**config.mk**
```make
export PLATFORM = sky130hd
export DESIGN_NAME = b2sram_core
export DESIGN_NICKNAME = d
export VERILOG_FILES = /design/src/rtl/b2sram_pkg.sv /design/src/rtl/b2sram_wr_demux.sv /design/src/rtl/b2sram_array.sv /design/src/rtl/b2sram_rd_pipe.sv /design/src/rtl/b2sram_core.sv
export SDC_FILE = /design/constraint.sdc
export NUM_CORES = 1
export LEC_CHECK = 0
export BUFFER_PORTS_ARGS = -buffer_cell sky130_fd_sc_hd__buf_4
export CORE_MARGIN = 2
export CORE_UTILIZATION = 36
export CTS_BUF_LIST = sky130_fd_sc_hd__clkbuf_8
export DETAILED_ROUTE_END_ITERATION = 8
export PLACE_DENSITY = 0.56
export SLEW_MARGIN = 15
export SYNTH_ARGS = -nofsm -noshare
export SYNTH_HDL_FRONTEND = slang
export SYNTH_HIERARCHICAL = 1
export SYNTH_SLANG_ARGS = --single-unit
```
**constraint.sdc**
```tcl
create_clock -name clk -period 4.8 [get_ports clk]
set_input_delay 0.48 -clock clk [delete_from_list [all_inputs] [get_ports clk]]
set_output_delay 0.48 -clock clk [all_outputs]
set_load 0.1 [all_outputs]
```
**src/rtl/b2sram_pkg.sv**
```systemverilog
package b2sram_pkg;

  // Slot phase inside one request cycle
  typedef enum logic {
    SLOT_FIRST  = 1'b0,
    SLOT_SECOND = 1'b1
  } slot_e;

  // Read latency counted in beat slots
  function automatic int lat_slots(input int rd_lat_cyc);
    return 2 * rd_lat_cyc;
  endfunction

  // Word-carrying stages between the array read register and the output register
  function automatic int pipe_stages(input int rd_lat_cyc);
    return 2 * rd_lat_cyc - 2;
  endfunction

endpackage

```
**src/rtl/b2sram_wr_demux.sv**
```systemverilog
module b2sram_wr_demux
  import b2sram_pkg::*;
#(
  parameter int DATA_W = 18
) (
  input  logic                  clk,
  input  logic                  rst_n,
  input  slot_e                 ph,
  input  logic                  wr_req,
  input  logic                  wd_stb,
  input  logic [DATA_W-1:0]     wdata,
  output logic                  commit,
  output logic [2*DATA_W-1:0]   word
);

  logic [DATA_W-1:0] lo_q;
  logic              lo_ok;

  // Park the lower beat taken in the first slot
  always_ff @(posedge clk or negedge rst_n) begin
    if (!rst_n) begin
      lo_q  <= '0;
      lo_ok <= 1'b0;
    end else if (ph == SLOT_FIRST) begin
      lo_ok <= wd_stb;
      if (wd_stb) lo_q <= wdata;
    end else begin
      lo_ok <= 1'b0;
    end
  end

  // Upper beat goes straight from the bus into the array write
  assign commit = (ph == SLOT_SECOND) && wr_req && wd_stb && lo_ok;
  assign word   = {wdata, lo_q};

endmodule

```
**src/rtl/b2sram_array.sv**
```systemverilog
module b2sram_array #(
  parameter int WORD_W = 36,
  parameter int ADDR_W = 4
) (
  input  logic              clk,
  input  logic              rd_en,
  input  logic              wr_en,
  input  logic [ADDR_W-1:0] addr,
  input  logic [WORD_W-1:0] wdat,
  output logic [WORD_W-1:0] rdat
);

  localparam int DEPTH = 1 << ADDR_W;

  logic [WORD_W-1:0] mem [DEPTH];

  // One access per slot: reads in first slots, writes in second slots
  always_ff @(posedge clk) begin
    if (wr_en) mem[addr] <= wdat;
    if (rd_en) rdat <= mem[addr];
  end

endmodule

```
**src/rtl/b2sram_rd_pipe.sv**
```systemverilog
module b2sram_rd_pipe #(
  parameter int DATA_W = 18,
  parameter int NSTG   = 4
) (
  input  logic                  clk,
  input  logic                  rst_n,
  input  logic                  rd_acc,
  input  logic [2*DATA_W-1:0]   word_in,
  output logic                  fetch_vld,
  output logic [DATA_W-1:0]     beat,
  output logic                  beat_vld
);

  localparam int WORD_W = 2 * DATA_W;

  logic              s_v [NSTG];
  logic [WORD_W-1:0] s_d [NSTG];
  logic [DATA_W-1:0] hold_q;
  logic              pend_q;

  // Valid travels with the array read register
  always_ff @(posedge clk or negedge rst_n) begin
    if (!rst_n) fetch_vld <= 1'b0;
    else        fetch_vld <= rd_acc;
  end

  for (genvar i = 0; i < NSTG; i++) begin : g_stg
    if (i == 0) begin : g_head
      always_ff @(posedge clk or negedge rst_n) begin
        if (!rst_n) begin
          s_v[i] <= 1'b0;
          s_d[i] <= '0;
        end else begin
          s_v[i] <= fetch_vld;
          s_d[i] <= word_in;
        end
      end
    end else begin : g_body
      always_ff @(posedge clk or negedge rst_n) begin
        if (!rst_n) begin
          s_v[i] <= 1'b0;
          s_d[i] <= '0;
        end else begin
          s_v[i] <= s_v[i-1];
          s_d[i] <= s_d[i-1];
        end
      end
    end
  end

  // Output multiplexer: lower half first, then the held upper half
  always_ff @(posedge clk or negedge rst_n) begin
    if (!rst_n) begin
      beat     <= '0;
      beat_vld <= 1'b0;
      hold_q   <= '0;
      pend_q   <= 1'b0;
    end else if (s_v[NSTG-1]) begin
      beat     <= s_d[NSTG-1][DATA_W-1:0];
      hold_q   <= s_d[NSTG-1][WORD_W-1:DATA_W];
      pend_q   <= 1'b1;
      beat_vld <= 1'b1;
    end else if (pend_q) begin
      beat     <= hold_q;
      pend_q   <= 1'b0;
      beat_vld <= 1'b1;
    end else begin
      beat     <= '0;
      beat_vld <= 1'b0;
    end
  end

endmodule

```
**src/rtl/b2sram_core.sv**
```systemverilog
module b2sram_core
  import b2sram_pkg::*;
#(
  parameter int DATA_W = 18,
  parameter int ADDR_W = 4,
  parameter int RD_LAT = 3
) (
  input  logic              clk,
  input  logic              rst_n,
  input  logic              rd_req,
  input  logic              wr_req,
  input  logic [ADDR_W-1:0] addr,
  input  logic              wd_stb,
  input  logic [DATA_W-1:0] wdata,
  output logic              beat_ph,
  output logic [DATA_W-1:0] rdata,
  output logic              rd_vld
);

  localparam int WORD_W = 2 * DATA_W;
  localparam int NSTG   = pipe_stages(RD_LAT);

  slot_e             ph;
  logic              rd_acc;
  logic              wr_commit;
  logic              fetch_vld;
  logic [WORD_W-1:0] wr_word;
  logic [WORD_W-1:0] rd_word;

  always_ff @(posedge clk or negedge rst_n) begin
    if (!rst_n) ph <= SLOT_FIRST;
    else        ph <= slot_e'(~ph);
  end

  assign beat_ph = (ph == SLOT_SECOND);
  assign rd_acc  = rd_req && (ph == SLOT_FIRST);

  b2sram_wr_demux #(.DATA_W(DATA_W)) u_demux (
    .clk    (clk),
    .rst_n  (rst_n),
    .ph     (ph),
    .wr_req (wr_req),
    .wd_stb (wd_stb),
    .wdata  (wdata),
    .commit (wr_commit),
    .word   (wr_word)
  );

  b2sram_array #(.WORD_W(WORD_W), .ADDR_W(ADDR_W)) u_array (
    .clk   (clk),
    .rd_en (rd_acc),
    .wr_en (wr_commit),
    .addr  (addr),
    .wdat  (wr_word),
    .rdat  (rd_word)
  );

  b2sram_rd_pipe #(.DATA_W(DATA_W), .NSTG(NSTG)) u_rdpipe (
    .clk       (clk),
    .rst_n     (rst_n),
    .rd_acc    (rd_acc),
    .word_in   (rd_word),
    .fetch_vld (fetch_vld),
    .beat      (rdata),
    .beat_vld  (rd_vld)
  );

endmodule

```
# Word level (Yosys, flattened, before mapping)
# Memories as Yosys holds them, arrays and structs flattened. A register that Yosys moved wholly into a read port is not among the register bits.
# Cells that the tools add are included.
[op_classes]
n_reduce_logical = 5
muxes = 8
bitwise_logic = 1
[ops]
columns = ["op", "n"]
rows = [
  ["18-bit 2-to-1 mux", 2],
  ["1-bit 2-to-1 mux", 6],
  ["1-bit logical AND", 4],
  ["2-bit AND reduction", 1],
  ["1-bit inverter", 1],
]
[totals]
mem_count = 1
ff_bits = 207
in_bits = 27
ram_bits = 576
out_inout_bits = 20
[memory_table]
columns = ["name", "depth", "word_bits", "rd", "rd_clocked_by_memory_dff", "write_ports", "line_no", "rtl"]
rows = [
  ["u_array.mem", 16, 36, 1, 1, 1, "b2sram_array.sv:15", "logic [WORD_W-1:0] mem [DEPTH];"],
]

# Depth between registers and ports, before layout
# Gate-level depths: netlist of run 1.
[depth]
ltp_word = 5
mapped_depth = 6
ltp_nobuf = 3

# Cells and area by module
# Netlist of run 1, hierarchy kept.
[by_module_without_submodules]
columns = ["mod", "area_each_um2", "cells_per_inst", "instances"]
rows = [
  ["b2sram_array", 22706.8, 940, 1],
  ["b2sram_rd_pipe", 5118.7, 233, 1],
  ["b2sram_wr_demux", 902.1, 59, 1],
  ["b2sram_core", 35.0, 3, 1],
]

# Least setup slack after synthesis of run 1
# No wires, ideal clock.
[synth_path]
kind = "reg2reg"
startpoint = "reg ph, in the netlist beat_ph"
endpoint = "mem u_array.mem[0][0], enable pin"
arrival_time_ps = 4374
stages_incl_launch_ff = 4
slack_ps = -48
path_cell_list = "dfrtp_1 -> and4_2 -> or3b_2 -> nor3_1"
[synth_via]
elab_chain_len = 5
[synth_rtl]
columns = ["item", "line_no", "rtl"]
rows = [
  ["from (decl)", "b2sram_core.sv:23", "slot_e ph;"],
  ["from (signal assigned)", "b2sram_core.sv:32", "else ph <= slot_e'(~ph);"],
  ["1-bit logical AND (3 in series)", "b2sram_wr_demux.sv:33", "assign commit = (ph == SLOT_SECOND) && wr_req && wd_stb && lo_ok;"],
  ["net wr_commit", "b2sram_core.sv:25", "logic wr_commit;"],
  ["1-bit 2-to-1 mux", "b2sram_array.sv:19", "if (wr_en) mem[addr] <= wdat;"],
  ["1-bit 2-to-1 mux (implied by the code)", "b2sram_array.sv:19", ""],
  ["to (decl)", "b2sram_array.sv:15", ""],
]
# The timed path passes the listed nets, and every way through them passes these cells.

# Worst setup path in the final report of run 1
[layout_path]
startpoint = "reg ph, in the netlist beat_ph"
endpoint = "mem u_array.mem[0][16], enable pin"
# The elaborated chain is that of the path after synthesis.

==> metrics.md, run 1 <==
| Metric | Value |
|---|---|
| Run status | completed |
| HP Class | input pin to flop |
| Number of cells on the worst hold path | 1 |
| Synth Net Count | 1,262 |
| Die H | 287 µm |
| Drt first-iter violations | 1,164 |
| Number of failing hold endpoints at the final stage | 0 |
| Top-Level Pins | 47 |
| Hold path startpoint | wdata[0] |
| Simple logic cell fraction of the synthesized area | 0.0111 |
| Number of H-tree levels | 4 |
| Number of enable-type register cells in the synthesized netlist | 612 |
| Most used cells in the layout excluding fill and tap cells | edfxtp_1, dfrtp_1, clkbuf_8 |
| Min-Delay Endpoint | u_array/mem[14][18] |
| Via count of the first global-routing pass | 13,232 |
| DPL Wire Length | 32.4 mm |
| Top cells by area in the synthesized netlist | edfxtp_1, dfrtp_1, mux4_2 |
| Setup violators final | 0 |
| Total congestion overflow | 0 |
| Critical Path Sink Type | flop |
| Number of routed nets with antenna violations | 0 |
| Crit-path max FO | 18 |
| Portion of the clock cycle consumed by the worst path in the final layout | 0.633 |
| Largest family of logic cells by synthesized area | multiplexers |
| Overall die area | 82,200 µm² |
| Antenna violations before repair | 1 |
| R2r endpoint | u_array/mem[0][16] |
| Relative contribution of the clock network to total power | 0.400 |
| Fraction of synthesized area in multiplexers | 0.128 |
| Logic depth of the worst register-to-register path | 4 |
| Average wire per cell in the routed design | 22.5 µm |
| Gates resized, CTS repair | 0 |
| Upper clock frequency limit | 329 MHz |
| Transition time at the pin with the least slew margin | 1.07 ns |
| Via density | 4.95 |
| Vias | 12,581 |
| Initial Utilization | 0.364 |
| Synthesized instance count | 1,235 |
| Post-detailed-routing wire length | 57.0 mm |
| CP arrival | 3.47 ns |
| Post-synthesis register bit count | 819 |
| Sequential share of the synthesized area | 0.819 |
| Inserted Clock Buffers | 136 |
| Final weighted congestion in routability-driven placement | 0.728 |
| Part of the total power dissipated in sequential elements | 0.557 |
| Setup Slack @ Placement | 1.57 ns |
| Launching element type of the critical path | flop |
| CTS tree | done |
| Grt met2 use | 0.200 |
| Ordered cell list for the critical path | and4_2 > or3b_2 > nor3_4 > buf_4 |
| Most common cell after layout, fill and taps aside | edfxtp_1 |
| Fraction of power spent switching nets | 0.226 |
| Worst setup path start | beat_ph |
| Final period demand of the worst path | 3.04 ns |
| Number of pins with negative max-slew slack in the final report | 0 |
| Source of the worst register-to-register timing path | beat_ph |
| Met3 usage in global routing | 0.0345 |
| Clock-pin slew on the worst setup and hold paths | 0.06 ns |
| Synth Area in Compound Gates | 0.0241 |
| Cell area after synthesis | 28,800 µm² |
| Floorplan row count | 103 |
| CP max stage cell | nor3_4 |
| Number of distinct library cell variants in the gate-level netlist after synthesis | 28 |
| Synth area leader | edfxtp_1 |
| Met1 track demand over resource in global routing | 0.215 |
| Slowest cell delay on critical path | 0.85 ns |
| Synthesized-area fraction occupied by adder cells | 0 |
| Number of sinks handled by clock tree synthesis | 819 |
| Slew headroom | 0.282 |
| Internal power component | 11.0 mW |
| Number of search-and-repair iterations in the first detailed-routing pass | 5 |
| Per-instance average area after synthesis | 23.3 µm² |
| Share of the synthesized area in the top cell type | 0.639 |
| Clock insertion delay at the later pin of the skew report | 0.76 ns |
| Global-route usage over all layers | 0.142 |
| Filler cells | 6,865 |
| Maximum clock insertion buffer count | 3 |
| Top_reg_cell synth | edfxtp_1 |
| Pin count of the biggest net entering global routing | 124 |
| Clock tree skew after final layout | 0.0308 ns |
| Most Used Layer, Global Route | met1 |
| Combinational cell fraction of total power | 0.043 |
| Accumulated negative setup slack | 0 ns |
| Async set or reset register ratio after synthesis | 0.253 |
| Wire length of the first global-routing pass | 85.7 mm |
| Root Buffer | clkbuf_8 |
| RSZ-0062 raised after global routing | no |
| Lkg Pwr | 11.5 nW |
| Final Net Count | 1,406 |
| Yosys warning count | 6 |
| Buf+Inv Stages, Crit Path | 1 |
| Core footprint | 79,000 µm² |
| Area added between synthesis and finish | 14.7% |
| Post-layout total power | 14.2 mW |
| Number of port buffers | 46 |
| Share of final-layout standard cells stronger than drive strength 1 | 0.306 |
| PwrDens | 431 nW/µm² |
| Crit path setup slack, layout | 1.76 ns |
| Max-cap viol count | 0 |
| Switching power summed over all nets | 3.21 mW |
| Die width | 287 µm |
| Register-to-register setup slack | 1.76 ns |
| Setup CP Type | flop to flop |
| Worst voltage drop across the vdd grid | 0.000292 V |
| Family with the most delay on the worst path | simple AND/OR/NAND/NOR gates |
| Post-synthesis share of cell area spent on xor and xnor gates | 0 |
| Data required time of the worst path | 5.23 ns |
| Post-detailed-route DRC marker count | 0 |
[cell usage after synthesis (2+ instances only)]
library cell and n:
buf_1 4, a22o_1 17, edfxtp_1 612, dfrtp_1 207
nor2_1 13, nor3_1 4, nand3b_1 2, a22oi_1 72
buf_6 15, buf_4 20, mux2_2 27, mux4_2 144
nand2b_1 2, nor2b_1 3, buf_2 15, mux2_4 9
nand2_1 39, clkbuf_1 20
[sequential cells by signal, indices dropped and copies added (netlist names)]
register	cells
beat_ph	1
u_array/mem	576
u_array/rdat	36
u_demux/lo_ok	1
u_demux/lo_q	18
u_rdpipe/beat	18
u_rdpipe/beat_vld	1
u_rdpipe/fetch_vld	1
u_rdpipe/hold_q	18
u_rdpipe/pend_q	1
u_rdpipe/s_d	144
u_rdpipe/s_v	4
[through the flow]
stage          hold slack [ns]  instance area, µm²  std cells   util
6_report                0.0792               33000       2540  0.418
3_5_place_dp             0.334               30400       2286  0.384
5_1_grt                 0.0427               33000       2539  0.418
2_1_floorplan            0.184               28800       1235      -
4_1_cts              0.0000343               33000       2539  0.418
3_3_place_gp             0.331               30300       2284  0.384
[worst register-to-register path, cell delays in order, from the launching register on]
cell and delay, ns:
dfrtp_1 0.48, and4_2 0.37, or3b_2 0.60, nor3_4 0.85, buf_4 0.40
[power by group through the flow]
| stage | clock network (mW) | registers [mW] | logic [mW] |
|---|---|---|---|
| 5_1_grt | 6.22 | 7.93 | 0.662 |
| 2_1_floorplan | 0 | 8.10 | 0.318 |
| 6_report | 5.69 | 7.92 | 0.615 |
| 3_3_place_gp | 0 | 8.05 | 0.612 |
| 3_5_place_dp | 0 | 8.06 | 0.623 |
| 4_1_cts | 5.89 | 7.92 | 0.626 |
[routing by layer]
metal	vias up	share of wire	routed length, µm
li1	5325	-	-
met1	6758	0.47	26800
met2	430	0.44	25300
met3	68	0.070	3990
met4	0	0.017	969
met5	-	0	0
[worst max path at each step]
stage / depth (start not counted) / slack (ns) / to
2_1_floorplan: 3 / 0.30 / u_array/mem[8][0]
3_3_place_gp: 4 / 1.59 / u_array/mem[1][13]
3_5_place_dp: 4 / 1.57 / u_array/mem[3][4]
4_1_cts: 4 / 1.65 / u_array/mem[0][2]
5_1_grt: 4 / 1.65 / u_array/mem[0][17]
6_report: 4 / 1.76 / u_array/mem[0][16]
[what timing repair did]
action                                  CTS  global route
endpoints found under the setup margin    0             0
hold buffers                              5             0
endpoints found under the hold margin   163             0
setup buffers                             0             0
[area by class of cell]
cell class	instances	area [µm²]	area share
clock buffers	150	2060	0.0626
multi-input cells	340	4840	0.147
diodes	1	2.50	0.0000759
inverters	1	3.75	0.000114
flip-flops and latches	819	23600	0.714
repair buffers	81	689	0.0209
clock inverters	98	509	0.0154
well taps	1050	1310	0.0398
[cells by family after synthesis]
kind of cell           Yosys count
buffers and inverters           76
flip-flops                     819
AND/OR/NAND/NOR                 70
AO/OA/AOI/OAI                   90
multiplexers                   180
No activity file was read; power rests on OpenSTA's default activity.
==> inputs of run 2 (changes only) <==
clock period = 2.8 ns   (was 4.8 ns; I/O delays follow)
==> run 2 against run 1 <==
Against the previous run: register-to-register slack worse by 1.6 ns; count of clock-buffer cells in the layout is 2 lower; clock skew is 0.0081 ns lower; first-iteration DRC count is 26% lower; maximum frequency is 17% higher; sequential share of layout area is 0.99 points lower.
==> metrics.md, run 2 (synthesis gave the netlist of run 1 again) <==
| Metric | Value |
|---|---|
| Number of pins with negative max-slew slack in the final report | 0 (unchanged) |
| Number of sinks handled by clock tree synthesis | 819 (unchanged) |
| Clock-pin slew on the worst setup and hold paths | 0.06 ns (about the same) |
| Register-to-register setup slack | 0.21 ns (was 1.76 ns) |
| Lkg Pwr | 11.7 nW (was 11.5 nW) |
| RSZ-0062 raised after global routing | no (unchanged) |
| Launching element type of the critical path | flop (unchanged) |
| Initial Utilization | 0.364 (unchanged) |
| Number of failing hold endpoints at the final stage | 0 (unchanged) |
| Crit-path max FO | 22 (was 18) |
| Inserted Clock Buffers | 134 (was 136) |
| Most used cells in the layout excluding fill and tap cells | edfxtp_1, dfrtp_1, clkbuf_8 (unchanged) |
| Post-detailed-route DRC marker count | 0 (unchanged) |
| Placed Cells incl. Taps | 2,311 (was 2,286) |
| Via count of the first global-routing pass | 13,497 (was 13,232) |
| Family with the most delay on the worst path | simple AND/OR/NAND/NOR gates (unchanged) |
| CTS tree | done (unchanged) |
| Post-detailed-routing wire length | 57.4 mm (was 57.0 mm) |
| Critical Path Sink Type | flop (unchanged) |
| Final Net Count | 1,443 (was 1,406) |
| Number of H-tree levels | 4 (unchanged) |
| CP arrival | 3.05 ns (was 3.47 ns) |
| CP max stage cell | nor2_4 (was nor3_4) |
| Floorplan row count | 103 (unchanged) |
| Filler cells | 6,848 (was 6,865) |
| Final weighted congestion in routability-driven placement | 0.695 (was 0.728) |
| Maximum clock insertion buffer count | 3 (unchanged) |
| Pin count of the biggest net entering global routing | 74 (was 124) |
| Area added between synthesis and finish | 16.3% (was 14.7%) |
| Post-layout total power | 24.0 mW (was 14.2 mW) |
| Slowest cell delay on critical path | 0.76 ns (was 0.85 ns) |
| Hold path startpoint | wd_stb (was wdata[0]) |
| Total congestion overflow | 0 (unchanged) |
| Upper clock frequency limit | 386 MHz (was 329 MHz) |
| Worst hold slack after final layout | 0.102 ns (was 0.0792 ns) |
| Data required time of the worst path | 3.26 ns (was 5.23 ns) |
| Post-CTS Repair Setup Buffers | 0 (unchanged) |
| Source of the worst register-to-register timing path | beat_ph (unchanged) |
| Slew headroom | 0.336 (was 0.282) |
| Count of non-filler cells in the finished layout | 2,572 (was 2,540) |
| Antenna violations before repair | 4 (was 1) |
| Via density | 4.87 (was 4.95) |
| Buf+Inv Stages, Crit Path | 1 (unchanged) |
| Core footprint | 79,000 µm² (unchanged) |
| Number of port buffers | 46 (unchanged) |
| Number of routed nets with antenna violations | 0 (unchanged) |
| Overall die area | 82,200 µm² (unchanged) |
| Flip-flop count of the largest register, all copies and words added | 576 (unchanged) |
| Vias | 12,535 (was 12,581) |
| Portion of the clock cycle consumed by the worst path in the final layout | 0.926 (was 0.633) |
| Top-Level Pins | 47 (unchanged) |
| Number of search-and-repair iterations in the first detailed-routing pass | 5 (unchanged) |
| Gates resized, CTS repair | 0 (unchanged) |
| Transition time at the pin with the least slew margin | 0.993 ns (was 1.07 ns) |
| DPL Wire Length | 32.7 mm (was 32.4 mm) |
| Final period demand of the worst path | 2.59 ns (was 3.04 ns) |
| Setup CP Type | flop to flop (unchanged) |
| Worst voltage drop across the vdd grid | 0.000483 V (was 0.000292 V) |
| Ordered cell list for the critical path | and4_2 > or3b_4 > nor2_4 > buf_4 (was and4_2 > or3b_2 > nor3_4 > buf_4) |
| Logic depth of the worst register-to-register path | 4 (unchanged) |
| Clock tree skew after final layout | 0.0228 ns (was 0.0308 ns) |
| Run status | completed (unchanged) |
| Number of cells on the worst hold path | 3 (was 1) |
| HP Class | input pin to flop (unchanged) |
| Die H | 287 µm (unchanged) |
| Die width | 287 µm (unchanged) |
| Hold-fix buffer count after cts | 19 (was 5) |
| Min-Delay Endpoint | u_demux/lo_ok (was u_array/mem[14][18]) |
| Global-route usage over all layers | 0.144 (was 0.142) |
| Largest register by flop count | u_array/mem (unchanged) |
| Drt first-iter violations | 862 (was 1,164) |
| Average wire per cell in the routed design | 22.3 µm (was 22.5 µm) |
| Clock insertion delay at the later pin of the skew report | 0.77 ns (was 0.76 ns) |
| Root Buffer | clkbuf_8 (unchanged) |
| Setup violators final | 0 (unchanged) |
| Antenna cells | 0 (was 1) |
| Max-cap viol count | 0 (unchanged) |
| Top flop regs | u_array/mem: 576 flops, u_rdpipe/s_d: 144 flops, u_array/rdat: 36 flops (unchanged) |
| R2r endpoint | u_array/mem[2][18] (was u_array/mem[0][16]) |
| PwrDens | 718 nW/µm² (was 431 nW/µm²) |
| Most common cell after layout, fill and taps aside | edfxtp_1 (unchanged) |
| Wire length of the first global-routing pass | 86.1 mm (was 85.7 mm) |
| Share of final-layout standard cells stronger than drive strength 1 | 0.311 (was 0.306) |
## run 2: changes by cell type in the layout (fill, tap and decap cells not counted), moves of 2 or more
cell / previous run / this run
buf_4: 69 / 76
clkbuf_8: 150 / 148
clkinvlp_4: 4 / 6
dlygate4sd3_1: 5 / 19
buf_12: 4 / 22
inv_8: 4 / 0
nor3_2: 3 / 0
nor3_4: 1 / 4
inv_1: 64 / 62
clkinv_1: 11 / 14
## run 2: layout make-up
type,instances,area (µm²),share of cell area
Clock inverter,94,432,0.0129
Clock buffer,148,2040,0.0609
Sequential cell,819,23600,0.704
Tap cell,1050,1310,0.0393
Inverter,1,3.75,0.000112
Multi-Input combinational cell,340,4870,0.145
Timing Repair Buffer,120,1240,0.0371
## run 2: report_power, final
part / internal (mW) / switching [mW] / leakage (nW)
logic: 0.401 / 0.648 / 2.20
clock network: 4.94 / 4.47 / 1.48
registers: 13.4 / 0.199 / 7.98
total: 18.7 / 5.32 / 11.7
## run 2: worst register-to-register path, cell delays in order, from the launching register on
cell     delay (ns)
dfrtp_4        0.46
and4_2         0.31
or3b_4         0.42
nor2_4         0.76
buf_4          0.33
## run 2: stage by stage
step	TNS (ns)	area, µm²	setup WS [ns]	util
detailed placement	0	30800	0.216	0.390
floorplan	-0.640	28900	-0.00889	-
global placement	0	30800	0.281	0.390
global route	0	33500	0.143	0.423
finish	0	33500	0.208	0.423
CTS	0	33500	0.228	0.423
## run 2: worst max-delay path by stage
stage / startpoint / slack [ns] / to / cells past startpoint
final: beat_ph / 0.21 / u_array/mem[2][18] / 4
after global routing: beat_ph / 0.14 / u_array/mem[2][18] / 4
after CTS: beat_ph / 0.23 / u_array/mem[2][18] / 4
after detailed placement: beat_ph / 0.22 / u_array/mem[2][18] / 4
after global placement: beat_ph / 0.28 / u_array/mem[2][20] / 4
after floorplan: addr[1] / -0.009 / u_array/mem[15][0] / 5
## run 2: metal layers
| layer | track usage | wire, µm | vias to the layer above |
|---|---|---|---|
| met2 | 0.232 | 28300 | 333 |
| met5 | 0 | 0 | - |
| met3 | 0.0316 | 3110 | 77 |
| met4 | 0.0554 | 1120 | 0 |
| li1 | - | - | 5397 |
| met1 | 0.191 | 24900 | 6728 |
